### config.mk
export PLATFORM = sky130hd
export DESIGN_NAME = dram_cmd_decode
export DESIGN_NICKNAME = d
export VERILOG_FILES = /design/src/rtl/dcd_pkg.sv /design/src/rtl/dcd_classify.sv /design/src/rtl/dcd_bank_track.sv /design/src/rtl/dcd_field_sel.sv /design/src/rtl/dram_cmd_decode.sv
export SDC_FILE = /design/constraint.sdc
export NUM_CORES = 1
export LEC_CHECK = 0
export ABC_CLOCK_PERIOD_IN_PS = 3200
export BUFFER_PORTS_ARGS = -buffer_cell sky130_fd_sc_hd__buf_2
export CAP_MARGIN = 20
export CORE_AREA = 2 2 77 79
export DETAILED_ROUTE_END_ITERATION = 8
export DIE_AREA = 0 0 79 81
export GPL_TIMING_DRIVEN = 0
export PLACE_DENSITY_LB_ADDON = 0.15
export SYNTH_ARGS = -nofsm -noshare
export SYNTH_HDL_FRONTEND = slang
export SYNTH_HIERARCHICAL = 1
export SYNTH_SLANG_ARGS = --single-unit
### constraint.sdc
create_clock -name clk -period 3.2 [get_ports clk]
set_input_delay 0.48 -clock clk [delete_from_list [all_inputs] [get_ports clk]]
set_output_delay 0.48 -clock clk [all_outputs]
set_load 0.01 [all_outputs]
### src/rtl/dcd_pkg.sv
package dcd_pkg;

    localparam int NUM_KINDS = 12;

    // Enum value equals the bit index in the one-hot indication.
    typedef enum logic [3:0] {
        K_LMR  = 4'd0,
        K_REF  = 4'd1,
        K_PRE1 = 4'd2,
        K_PREA = 4'd3,
        K_ACT  = 4'd4,
        K_WR   = 4'd5,
        K_WRA  = 4'd6,
        K_RD   = 4'd7,
        K_RDA  = 4'd8,
        K_NOP  = 4'd9,
        K_DES  = 4'd10,
        K_RSV  = 4'd11,
        K_IDLE = 4'd12
    } kind_e;

    function automatic logic is_column(kind_e k);
        return (k == K_RD) || (k == K_RDA) || (k == K_WR) || (k == K_WRA);
    endfunction

    function automatic logic [NUM_KINDS-1:0] kind_to_hot(kind_e k);
        logic [NUM_KINDS-1:0] h;
        h = '0;
        if (k != K_IDLE) begin
            h = {{(NUM_KINDS-1){1'b0}}, 1'b1} << k;
        end
        return h;
    endfunction

endpackage

### src/rtl/dcd_classify.sv
module dcd_classify
    import dcd_pkg::*;
#(
    parameter int ROW_W  = 14,
    parameter int AP_POS = 10
) (
    input  logic             cke,
    input  logic             cs_n,
    input  logic             ras_n,
    input  logic             cas_n,
    input  logic             we_n,
    input  logic [ROW_W-1:0] addr,
    output kind_e            kind
);

    logic ap;
    assign ap = addr[AP_POS];

    always_comb begin
        if (!cke) begin
            kind = K_IDLE;
        end else if (cs_n) begin
            kind = K_DES;
        end else begin
            unique case ({ras_n, cas_n, we_n})
                3'b000:  kind = K_LMR;
                3'b001:  kind = K_REF;
                3'b010:  kind = ap ? K_PREA : K_PRE1;
                3'b011:  kind = K_ACT;
                3'b100:  kind = ap ? K_WRA : K_WR;
                3'b101:  kind = ap ? K_RDA : K_RD;
                3'b110:  kind = K_RSV;
                default: kind = K_NOP;
            endcase
        end
    end

endmodule

### src/rtl/dcd_bank_track.sv
module dcd_bank_track
    import dcd_pkg::*;
#(
    parameter int BA_W = 3,
    localparam int NB  = 1 << BA_W
) (
    input  logic            clk,
    input  logic            rst,
    input  kind_e           kind,
    input  logic [BA_W-1:0] ba,
    output logic [NB-1:0]   open_q,
    output logic            err_d
);

    logic [NB-1:0] open_d;

    for (genvar b = 0; b < NB; b++) begin : g_bank
        logic hit;
        assign hit = (ba == BA_W'(b));
        always_comb begin
            open_d[b] = open_q[b];
            unique case (kind)
                K_ACT:               if (hit) open_d[b] = 1'b1;
                K_PRE1, K_RDA, K_WRA: if (hit) open_d[b] = 1'b0;
                K_PREA:              open_d[b] = 1'b0;
                default:             open_d[b] = open_q[b];
            endcase
        end
    end

    always_comb begin
        err_d = 1'b0;
        if (kind == K_ACT && open_q[ba]) err_d = 1'b1;
        if (is_column(kind) && !open_q[ba]) err_d = 1'b1;
    end

    always_ff @(posedge clk) begin
        if (rst) open_q <= '0;
        else     open_q <= open_d;
    end

endmodule

### src/rtl/dcd_field_sel.sv
module dcd_field_sel
    import dcd_pkg::*;
#(
    parameter int BA_W  = 3,
    parameter int ROW_W = 14,
    parameter int COL_W = 10,
    parameter int MR_W  = 2
) (
    input  kind_e            kind,
    input  logic [BA_W-1:0]  ba,
    input  logic [ROW_W-1:0] addr,
    output logic [BA_W-1:0]  bank_d,
    output logic [ROW_W-1:0] row_d,
    output logic [COL_W-1:0] col_d,
    output logic [MR_W-1:0]  mr_d,
    output logic [ROW_W-1:0] op_d
);

    always_comb begin
        bank_d = '0;
        row_d  = '0;
        col_d  = '0;
        mr_d   = '0;
        op_d   = '0;
        unique case (kind)
            K_ACT: begin
                bank_d = ba;
                row_d  = addr;
            end
            K_RD, K_RDA, K_WR, K_WRA: begin
                bank_d = ba;
                col_d  = addr[COL_W-1:0];
            end
            K_PRE1: bank_d = ba;
            K_LMR: begin
                mr_d = ba[MR_W-1:0];
                op_d = addr;
            end
            default: ;
        endcase
    end

endmodule

### src/rtl/dram_cmd_decode.sv
module dram_cmd_decode
    import dcd_pkg::*;
#(
    parameter int BA_W   = 3,
    parameter int ROW_W  = 14,
    parameter int COL_W  = 10,
    parameter int AP_POS = 10,
    parameter int MR_W   = 2,
    localparam int NB    = 1 << BA_W
) (
    input  logic                 clk,
    input  logic                 rst,
    input  logic                 cke,
    input  logic                 cs_n,
    input  logic                 ras_n,
    input  logic                 cas_n,
    input  logic                 we_n,
    input  logic [BA_W-1:0]      ba,
    input  logic [ROW_W-1:0]     addr,
    output logic [NUM_KINDS-1:0] cmd_hot,
    output logic [BA_W-1:0]      cmd_bank,
    output logic [ROW_W-1:0]     cmd_row,
    output logic [COL_W-1:0]     cmd_col,
    output logic [MR_W-1:0]      mr_sel,
    output logic [ROW_W-1:0]     mr_opcode,
    output logic [NB-1:0]        bank_open,
    output logic                 seq_err
);

    kind_e            kind;
    logic             err_d;
    logic [BA_W-1:0]  bank_d;
    logic [ROW_W-1:0] row_d;
    logic [COL_W-1:0] col_d;
    logic [MR_W-1:0]  mr_d;
    logic [ROW_W-1:0] op_d;

    dcd_classify #(.ROW_W(ROW_W), .AP_POS(AP_POS)) u_cls (
        .cke(cke), .cs_n(cs_n), .ras_n(ras_n), .cas_n(cas_n), .we_n(we_n),
        .addr(addr), .kind(kind)
    );

    dcd_bank_track #(.BA_W(BA_W)) u_trk (
        .clk(clk), .rst(rst), .kind(kind), .ba(ba),
        .open_q(bank_open), .err_d(err_d)
    );

    dcd_field_sel #(.BA_W(BA_W), .ROW_W(ROW_W), .COL_W(COL_W), .MR_W(MR_W)) u_fld (
        .kind(kind), .ba(ba), .addr(addr),
        .bank_d(bank_d), .row_d(row_d), .col_d(col_d), .mr_d(mr_d), .op_d(op_d)
    );

    always_ff @(posedge clk) begin
        if (rst) begin
            cmd_hot   <= '0;
            cmd_bank  <= '0;
            cmd_row   <= '0;
            cmd_col   <= '0;
            mr_sel    <= '0;
            mr_opcode <= '0;
            seq_err   <= 1'b0;
        end else begin
            cmd_hot   <= kind_to_hot(kind);
            cmd_bank  <= bank_d;
            cmd_row   <= row_d;
            cmd_col   <= col_d;
            mr_sel    <= mr_d;
            mr_opcode <= op_d;
            seq_err   <= err_d;
        end
    end

endmodule

After elaboration in Yosys (flattened, before gate mapping) --
Cells that the tools add are included. Widths: inputs -> output; s select.
Word-level totals: register bits after elaboration 64, latch bits 0, memory bits (writable) 0, memory bits (read-only) 0, input bits 24, output and inout port bits 64, logic and storage cells 119, memories kept 0
Cells by class: add/sub/neg operators 0, multipliers 0, divide/modulo/power cells 0, $lt $le $gt $ge 1, equality and inequality tests 37, shift-type cells 1, mux-type cells 34, bitwise operators 5, reductions and logical operators 26
Operators with widths (number):
- $pmux 4 s7 | 1
- $pmux 1 s3 | 8
- $reduce_and 3->1 | 8
- $eq 3x3->1 const B | 7
- $mux 1 | 20
- $eq 4x3->1 const B | 4
- $ne 2x1->1 const B | 8
- $ne 2x2->1 const B | 8
- $eq 3x2->1 const B | 4
- $mux 4 | 3
- $shl 1x4->12 const A | 1
- $reduce_or 2->1 | 5
- $eq 4x2->1 const B | 2
- $eq 3x1->1 const B | 2
- $logic_not 3->1 | 2
- $reduce_or 6->1 | 1
- $not 1->1 | 5
- $eq 4x4->1 const B | 1
- $logic_not 4->1 | 1
- $lt 3x4->1 const B | 1
- $ne 4x4->1 const B | 1
- $reduce_or 4->1 | 1
- $bmux 1 s3 | 1
- $logic_or 1x1->1 | 3
- other kinds (5) | 6

Logic depth before layout (Yosys ltp) --
Gate-level depths: netlist of run 1.
depth in word-level cells 10, gate-level depth with buffers 9, depth with buffers taken out 7

Modules after synthesis --
The synthesis of run 1 kept the hierarchy.
By module, submodules not included:
- dram_cmd_decode | instances 1, cells an instance 123, area each 1520.2 sq um, seq. area each 1121.1 sq um
- dcd_bank_track | instances 1, cells an instance 80, area each 676.9 sq um, seq. area each 160.2 sq um
- dcd_field_sel | instances 1, cells an instance 53, area each 370.4 sq um, seq. area each 0.0 sq um
- dcd_classify | instances 1, cells an instance 17, area each 105.1 sq um, seq. area each 0.0 sq um

Worst setup path before layout of run 1 --
No wires, ideal clock.
path kind input -> register, start point in ras_n, end point reg u_trk.open_q[3], library setup time 86 ps, data arrival time 2645 ps, data required time 3114 ps, setup slack 468 ps, cell stages on the path 7, buffers on the path 0, cell sequence and3b_2 a21oi_1 o21ai_0 o21bai_1 a21oi_4 o21ai_1 a221oi_2
On the way: cells in the longest elaborated chain, start to end 8, elaborated cells on any way between the ends 21, classes of those cells eq/ne: 13; mux: 4; reduce/logical: 4
RTL lines:
- start, declared | line dram_cmd_decode.sv:15 | input logic ras_n,
- $eq 3x3->1 (tied with other cells) | line dcd_classify.sv:25 | unique case ({ras_n, cas_n, we_n})
- $pmux 4 s7 * | line dcd_classify.sv:25
- $mux 4 * | line dcd_classify.sv:22 | end else if (cs_n) begin
- $mux 4 * | line dcd_classify.sv:20 | if (!cke) begin
- named net kind[2] | line dram_cmd_decode.sv:30 | kind_e kind;
- $eq 4x2->1 (tied with other cells) | line dcd_bank_track.sv:22 | unique case (kind)
- $reduce_or 3->1 | line dcd_bank_track.sv:22
- $ne 2x1->1 (no line) or $reduce_bool 3->1 (tied branches)
- $reduce_and 3->1 (no line)
- end signal, assigned | line dcd_bank_track.sv:39 | else open_q <= open_d;
- end, declared | line dcd_bank_track.sv:11 | output logic [NB-1:0] open_q,
Mark *: on every way through the listed nets, which the timed path passes. The rest lies on a longest branch. A chain may end at the register's enable or synchronous reset.

Final worst setup path of run 1 --
start point in we_n, end point reg cmd_row[7]
On the way: cells in the longest elaborated chain, start to end 7, elaborated cells on any way between the ends 13, classes of those cells eq/ne: 7; mux: 3; bitwise: 1; reduce/logical: 2
RTL lines:
- start, declared | line dram_cmd_decode.sv:17 | input logic we_n,
- $eq 3x3->1 (tied with other cells) | line dcd_classify.sv:25
- $pmux 4 s7 * | line dcd_classify.sv:25
- $mux 4 * | line dcd_classify.sv:22
- $mux 4 * | line dcd_classify.sv:20
- named net kind[2] | line dram_cmd_decode.sv:30
- $eq 4x3->1 * | line dcd_field_sel.sv:25 | unique case (kind)
- $not 1->1 (no line) *
- $reduce_or 2->1 (no line) *
- end signal, assigned | line dram_cmd_decode.sv:65 | cmd_row <= row_d;
- end, declared | line dram_cmd_decode.sv:22 | output logic [ROW_W-1:0] cmd_row,
Marked as above.

==> results.md, run 1 <==
- post-route insts no fill: 453
- Cell Area, Synth: 0.00267 mm2
- Static Leak: 1.59 nW
- clock tree from TritonCTS: built
- NumNets Final: 397
- overall die height: 81 um
- number of nets with antenna violations after detailed routing: 0
- worst endpoint data arrival time: 2.69 ns
- portion of the post-synthesis area used by sequential elements: 47.9%
- slew of the pin with the lowest slew margin: 0.842 ns
- Synth Flop Type: dfxtp_1
- Final TNS setup: 0 ns
- hpwl dp: 3940 um
- Horiz. Die Dim: 79 um
- diode insertion count for antenna repair: 0
- Min Hold Slack: 0.467 ns
- starting density of the core: 47.1%
- Setup-failing EPs final: 0
- count of placed standard cells including taps: 437
- max-cap viol count: 0
- master cell of the clock root buffer: clkbuf_8
- unrepaired setup endpoints after global routing: no
- Buffers on Ports: 87
- worst-case headroom to the max-slew limit: 43.8%
- total global-route track usage: 17.9%
- worst hold path stage count: 3
- flip-flop and latch count after synthesis: 64
- type of the setup path with the least slack: input port to flop
- DR WL/cell: 12.1 um
- final hold violation count: 0
- maximum number of buffers from clock root to sink: 2
- Cell Rows: 28
- period utilization: 75.8%
- Resized cells post-CTS: 0
- routability congestion estimate: 0.828
- Worst R2R End: seq_err$_SDFF_PP0_
- Hold Buf Count CTS: 0
- type of element capturing the critical path: flop
- Worst Hold End: mr_opcode[11]$_SDFF_PP0_
- Synthesized Nets: 297
- reg-to-reg slack, setup: 1.61 ns
- worst endpoint required time: 3.46 ns
- pin count of the biggest net entering global routing: 18
- first-pass GRT wire length: 8780 um
- share of layout cells above drive strength 1: 37.3%
- area share of the largest cell type after synthesis: 47.9%
- number of H-tree branching levels: 3
- number of iterations in the first detailed-routing pass: 4
- Sinks on Clock Net: 64
- Die ar.: 0.00640 mm2
- highest ir drop seen on vdd: 310 uV
- number of ports placed on the die boundary: 88
- R2R Path Start: u_trk/open_q[3]$_SDFFE_PP0P_
- antenna violations before repair: 0
- shortest period the worst path allows: 2.43 ns
- Hold Startpoint: addr[11]
- power density normalized to cell area: 524 mW/mm2
- average via count per standard cell: 4.64
- dominant cell by count in the synthesized netlist: dfxtp_1
- Synth area leader: dfxtp_1
- top cells by count, synth: dfxtp_1, nor2b_1, and2_1
- setup fix buffers added after clock tree synthesis: 0
- type of the worst min-delay path: input port to flop
- startpoint type of the worst setup path: input port
- final wirelength: 5490 um
- number of instances in the synthesized netlist: 273
- Fmax: 0.412 GHz
- count of different cell masters after synthesis: 51
- total global routing overflow: 0
- largest driver fanout on the critical path: 10
- number of buffers inserted during clock tree synthesis: 9
- insertion delay of the later-clocked pin in the worst-skew pair: 0.33 ns
- leading post-synthesis cells by cell area: dfxtp_1, nor2b_1, and2_1
- EDFF count, synth: 0
- outcome: complete, no violations
- path depth of the worst reg2reg path: 5
- Slew Viols, Final: 0
- via count of the first global-routing pass: 1,901
- vias post-DR: 2,104
- mean post-synth cell area: 9.79 um2
- register clock-pin slew on the reported worst setup and hold paths: 0.07 ns
- number of warnings issued by yosys: 6
- share of synthesized registers carrying an async set or reset: 0%
- Fin Clk Skew: 0.00371 ns
- initial detailed-routing violation count: 62
- DRC violation count after routing: 0
- core area: 0.00568 mm2
- Area Growth Syn to Fin: 28.4%
-- flip-flops by register name, summed over array words and instances, names as in the netlist --
name	cells
cmd_row	14
mr_opcode	14
cmd_hot	12
cmd_col	10
u_trk/open_q	8
cmd_bank	3
mr_sel	2
seq_err	1
-- layout by cell type (no fill, tap or decap), types with 8 or more instances in the layout --
cell      count
nand2b_1      8
nor2b_1      47
nand2_1       8
nor2_1       18
inv_1        11
clkbuf_8     10
dfxtp_1      64
and2_1       30
and2_2       10
buf_2        91
-- critical path, cell delays in order --
cell	delay [ns]
buf_2	0.13
a21oi_1	0.18
a21oi_1	0.10
o21ai_1	0.45
buf_4	0.26
nand2b_4	0.07
nor3_1	0.37
clkbuf_1	0.36
and2_1	0.18
nor2b_1	0.11
-- worst max-delay path by stage --
stage                     start                      endpoint  cells after the start
after detailed placement   we_n        cmd_row[12]$_SDFF_PP0_                     10
after global routing       we_n        cmd_row[11]$_SDFF_PP0_                     10
final                      we_n         cmd_row[7]$_SDFF_PP0_                     10
after floorplan           ras_n  u_trk/open_q[3]$_SDFFE_PP0P_                      7
after CTS                  we_n        cmd_row[12]$_SDFF_PP0_                     10
after global placement     we_n         cmd_row[6]$_SDFF_PP0_                      9
-- metal layers --
layer | part of all wire, % | global-route usage [%]
met3 | 5.9 | 4.11
met2 | 47 | 29.7
met1 | 46 | 21.9
met5 | 0 | 0
met4 | 1.7 | 8.79
-- through the flow --
stage               area, um2  setup slack, ns  utilization (%)  power [mW]
CTS                      3430            0.727             60.4        1.81
finish                   3430            0.775             60.4        1.80
detailed placement       3220            0.384             56.7        1.07
global placement         3200           -0.160             56.4        1.07
floorplan                2670            0.468                -       0.996
global route             3430            0.497             60.4        1.87
-- report_power, final --
group | internal, mW | leakage (nW) | total [mW] | switching, mW
clock | 0.460 | 0.108 | 0.745 | 0.285
sequential | 0.820 | 0.519 | 0.829 | 0.00927
combinational | 0.0980 | 0.967 | 0.223 | 0.125
total | 1.38 | 1.59 | 1.80 | 0.420
-- final cells by class --
type	instances	area, um2
Fill cell	514	2240
Sequential cell	64	1280
Multi-Input combinational cell	184	1280
Timing Repair Buffer	89	450
Clock buffer	13	149
Tap cell	75	93.8
Clock inverter	3	65.1
Buffer	13	65.1
Inverter	12	45.0
-- cells by family after synthesis --
logic type      Yosys count  synth area share (%)
simple gates            145                  34.5
flops                    64                  47.9
compound gates           37                  12.2
buf+inv                  25                  4.12
mux                       2                  1.26
Note: power is estimated with default switching activity, not from simulation.
==> run 2: changes to the inputs <==
--- a/config.mk
+++ b/config.mk
@@ -5,7 +5,7 @@
 export SDC_FILE = /design/constraint.sdc
 export NUM_CORES = 1
 export LEC_CHECK = 0
-export ABC_CLOCK_PERIOD_IN_PS = 3200
+export ABC_CLOCK_PERIOD_IN_PS = 2550
 export BUFFER_PORTS_ARGS = -buffer_cell sky130_fd_sc_hd__buf_2
 export CAP_MARGIN = 20
 export CORE_AREA = 2 2 77 79
==> constraint.sdc (replaced) <==
create_clock -name clk -period 2.55 [get_ports clk]
set_input_delay 0.3825 -clock clk [delete_from_list [all_inputs] [get_ports clk]]
set_output_delay 0.3825 -clock clk [all_outputs]
set_load 0.01 [all_outputs]
==> results.md, run 2 (synthesis gave the netlist of run 1 again) <==
- slew of the pin with the lowest slew margin: 0.901 ns
- outcome: complete, no violations
- path depth of the worst reg2reg path: 5
- largest driver fanout on the critical path: 13
- final hold violation count: 0
- power density normalized to cell area: 665 mW/mm2
- Filler Cells Inserted: 520
- share of layout cells above drive strength 1: 38.4%
- vias post-DR: 2,124
- post-route insts no fill: 450
- starting density of the core: 47.1%
- NumNets Final: 395
- antenna violations before repair: 0
- core area: 0.00568 mm2
- number of ports placed on the die boundary: 88
- Area Growth Syn to Fin: 29.1%
- routability congestion estimate: 0.871
- global-route met1 utilization: 22.1%
- worst endpoint required time: 2.73 ns
- setup fix buffers added after clock tree synthesis: 0
- maximum number of buffers from clock root to sink: 2
- Worst Hold End: cmd_row[4]$_SDFF_PP0_
- count of placed standard cells including taps: 435
- Hold Startpoint: addr[4]
- Static Leak: 1.59 nW
- Buffers on Ports: 87
- DRC violation count after routing: 0
- average via count per standard cell: 4.72
- type of element capturing the critical path: flop
- first-pass GRT wire length: 8740 um
- number of nets with antenna violations after detailed routing: 0
- number of buffers inserted during clock tree synthesis: 9
- area taken by flip-flops and latches: 0.00128 mm2
- Fin Clk Skew: 0.00178 ns
- shortest period the worst path allows: 2.32 ns
- hpwl dp: 4000 um
- startpoint type of the worst setup path: input port
- final wirelength: 5620 um
- max-cap viol count: 0
- period utilization: 90.8%
- Slew Viols, Final: 0
- Horiz. Die Dim: 79 um
- Worst R2R End: seq_err$_SDFF_PP0_
- diode insertion count for antenna repair: 0
- Hold Buf Count CTS: 0
- Setup-failing EPs final: 0
- number of H-tree branching levels: 3
- Cell Rows: 28
- most common cell after layout, fill and taps aside: buf_2
- Most Used Layer, Global Route: met2
- type of the worst min-delay path: input port to flop
- R2R Path Start: u_trk/open_q[0]$_SDFFE_PP0P_
- Fmax: 0.432 GHz
- Sinks on Clock Net: 64
- initial detailed-routing violation count: 71
- worst endpoint data arrival time: 2.50 ns
- total global routing overflow: 0
- via count of the first global-routing pass: 1,863
- overall die height: 81 um
- worst hold path stage count: 3
- master cell of the clock root buffer: clkbuf_8
- total power of the final layout: 2.29 mW
- highest ir drop seen on vdd: 518 uV
- most frequent cells in the layout: buf_2, dfxtp_1, nor2b_1
- pin count of the biggest net entering global routing: 18
- clock tree from TritonCTS: built
- type of the setup path with the least slack: input port to flop
- register clock-pin slew on the reported worst setup and hold paths: 0.07 ns
- Die ar.: 0.00640 mm2
- DR WL/cell: 12.5 um
- final core utilization: 60.8%
- insertion delay of the later-clocked pin in the worst-skew pair: 0.33 ns
- number of iterations in the first detailed-routing pass: 4
- worst-case headroom to the max-slew limit: 39.8%
- area of combinational cells with multiple inputs: 0.00130 mm2
- global routing usage on met2: 28.6%
- met3 usage in global routing: 7.56%
- unrepaired setup endpoints after global routing: no
- biggest regs: cmd_row (14), mr_opcode (14), cmd_hot (12)
- reg-to-reg slack, setup: 0.95 ns
- total global-route track usage: 18.2%
[run 2: critical path, stage by stage]
cell	delay, ns
buf_2	0.16
a21oi_1	0.10
o21bai_1	0.71
or3b_1	0.46
a21oi_4	0.27
or2_2	0.16
buf_4	0.16
a221oi_1	0.09
[run 2: stage by stage]
stage / setup TNS (ns) / area, um2 / hold slack, ns / worst slack (ns)
2_1_floorplan: 0 / 2680 / 0.500 / 0.278
3_3_place_gp: -4.78 / 3210 / 0.471 / -0.337
3_5_place_dp: -4.92 / 3210 / 0.479 / -0.321
4_1_cts: 0 / 3440 / 0.362 / 0.0306
5_1_grt: 0 / 3450 / 0.371 / 0.0778
6_report: 0 / 3450 / 0.374 / 0.234
[run 2: what timing repair did]
action,in CTS,in global routing
hold endpoints to repair,0,0
gates resized for setup,0,3
setup endpoints to repair,0,17
[run 2: worst max path at each step]
| stage | start | slack [ns] | endpoint |
|---|---|---|---|
| floorplan | we_n | 0.28 | u_trk/open_q[2]$_SDFFE_PP0P_ |
| global placement | addr[10] | -0.34 | cmd_row[10]$_SDFF_PP0_ |
| detailed placement | addr[10] | -0.32 | cmd_row[6]$_SDFF_PP0_ |
| CTS | addr[10] | 0.03 | cmd_row[6]$_SDFF_PP0_ |
| global route | addr[10] | 0.08 | u_trk/open_q[7]$_SDFFE_PP0P_ |
| finish | addr[10] | 0.23 | u_trk/open_q[7]$_SDFFE_PP0P_ |
[run 2: cell type report]
class / count / share of cell area, %
repair buffers: 87 / 12.6
well taps: 75 / 2.72
clock buffers: 11 / 4.39
clock inverters: 4 / 2.21
plain buffers: 13 / 1.89
multi-input cells: 184 / 37.7
flip-flops and latches: 64 / 37.1
inverters: 12 / 1.31
[run 2: report_power, final]
| part | leakage [nW] | total (mW) | internal [mW] | switching (mW) |
|---|---|---|---|---|
| clock network | 0.112 | 0.969 | 0.602 | 0.368 |
| logic | 0.959 | 0.282 | 0.122 | 0.160 |
| registers | 0.519 | 1.04 | 1.03 | 0.0121 |
[run 2: routing by layer]
layer / part of all wire [%] / up-vias / wire length (um)
met1: 44 / 940 / 2460
met2: 47 / 71 / 2620
met5: 0 / - / 0
met4: 1.7 / 0 / 96
li1: - / 1105 / -
met3: 8.0 / 8 / 447
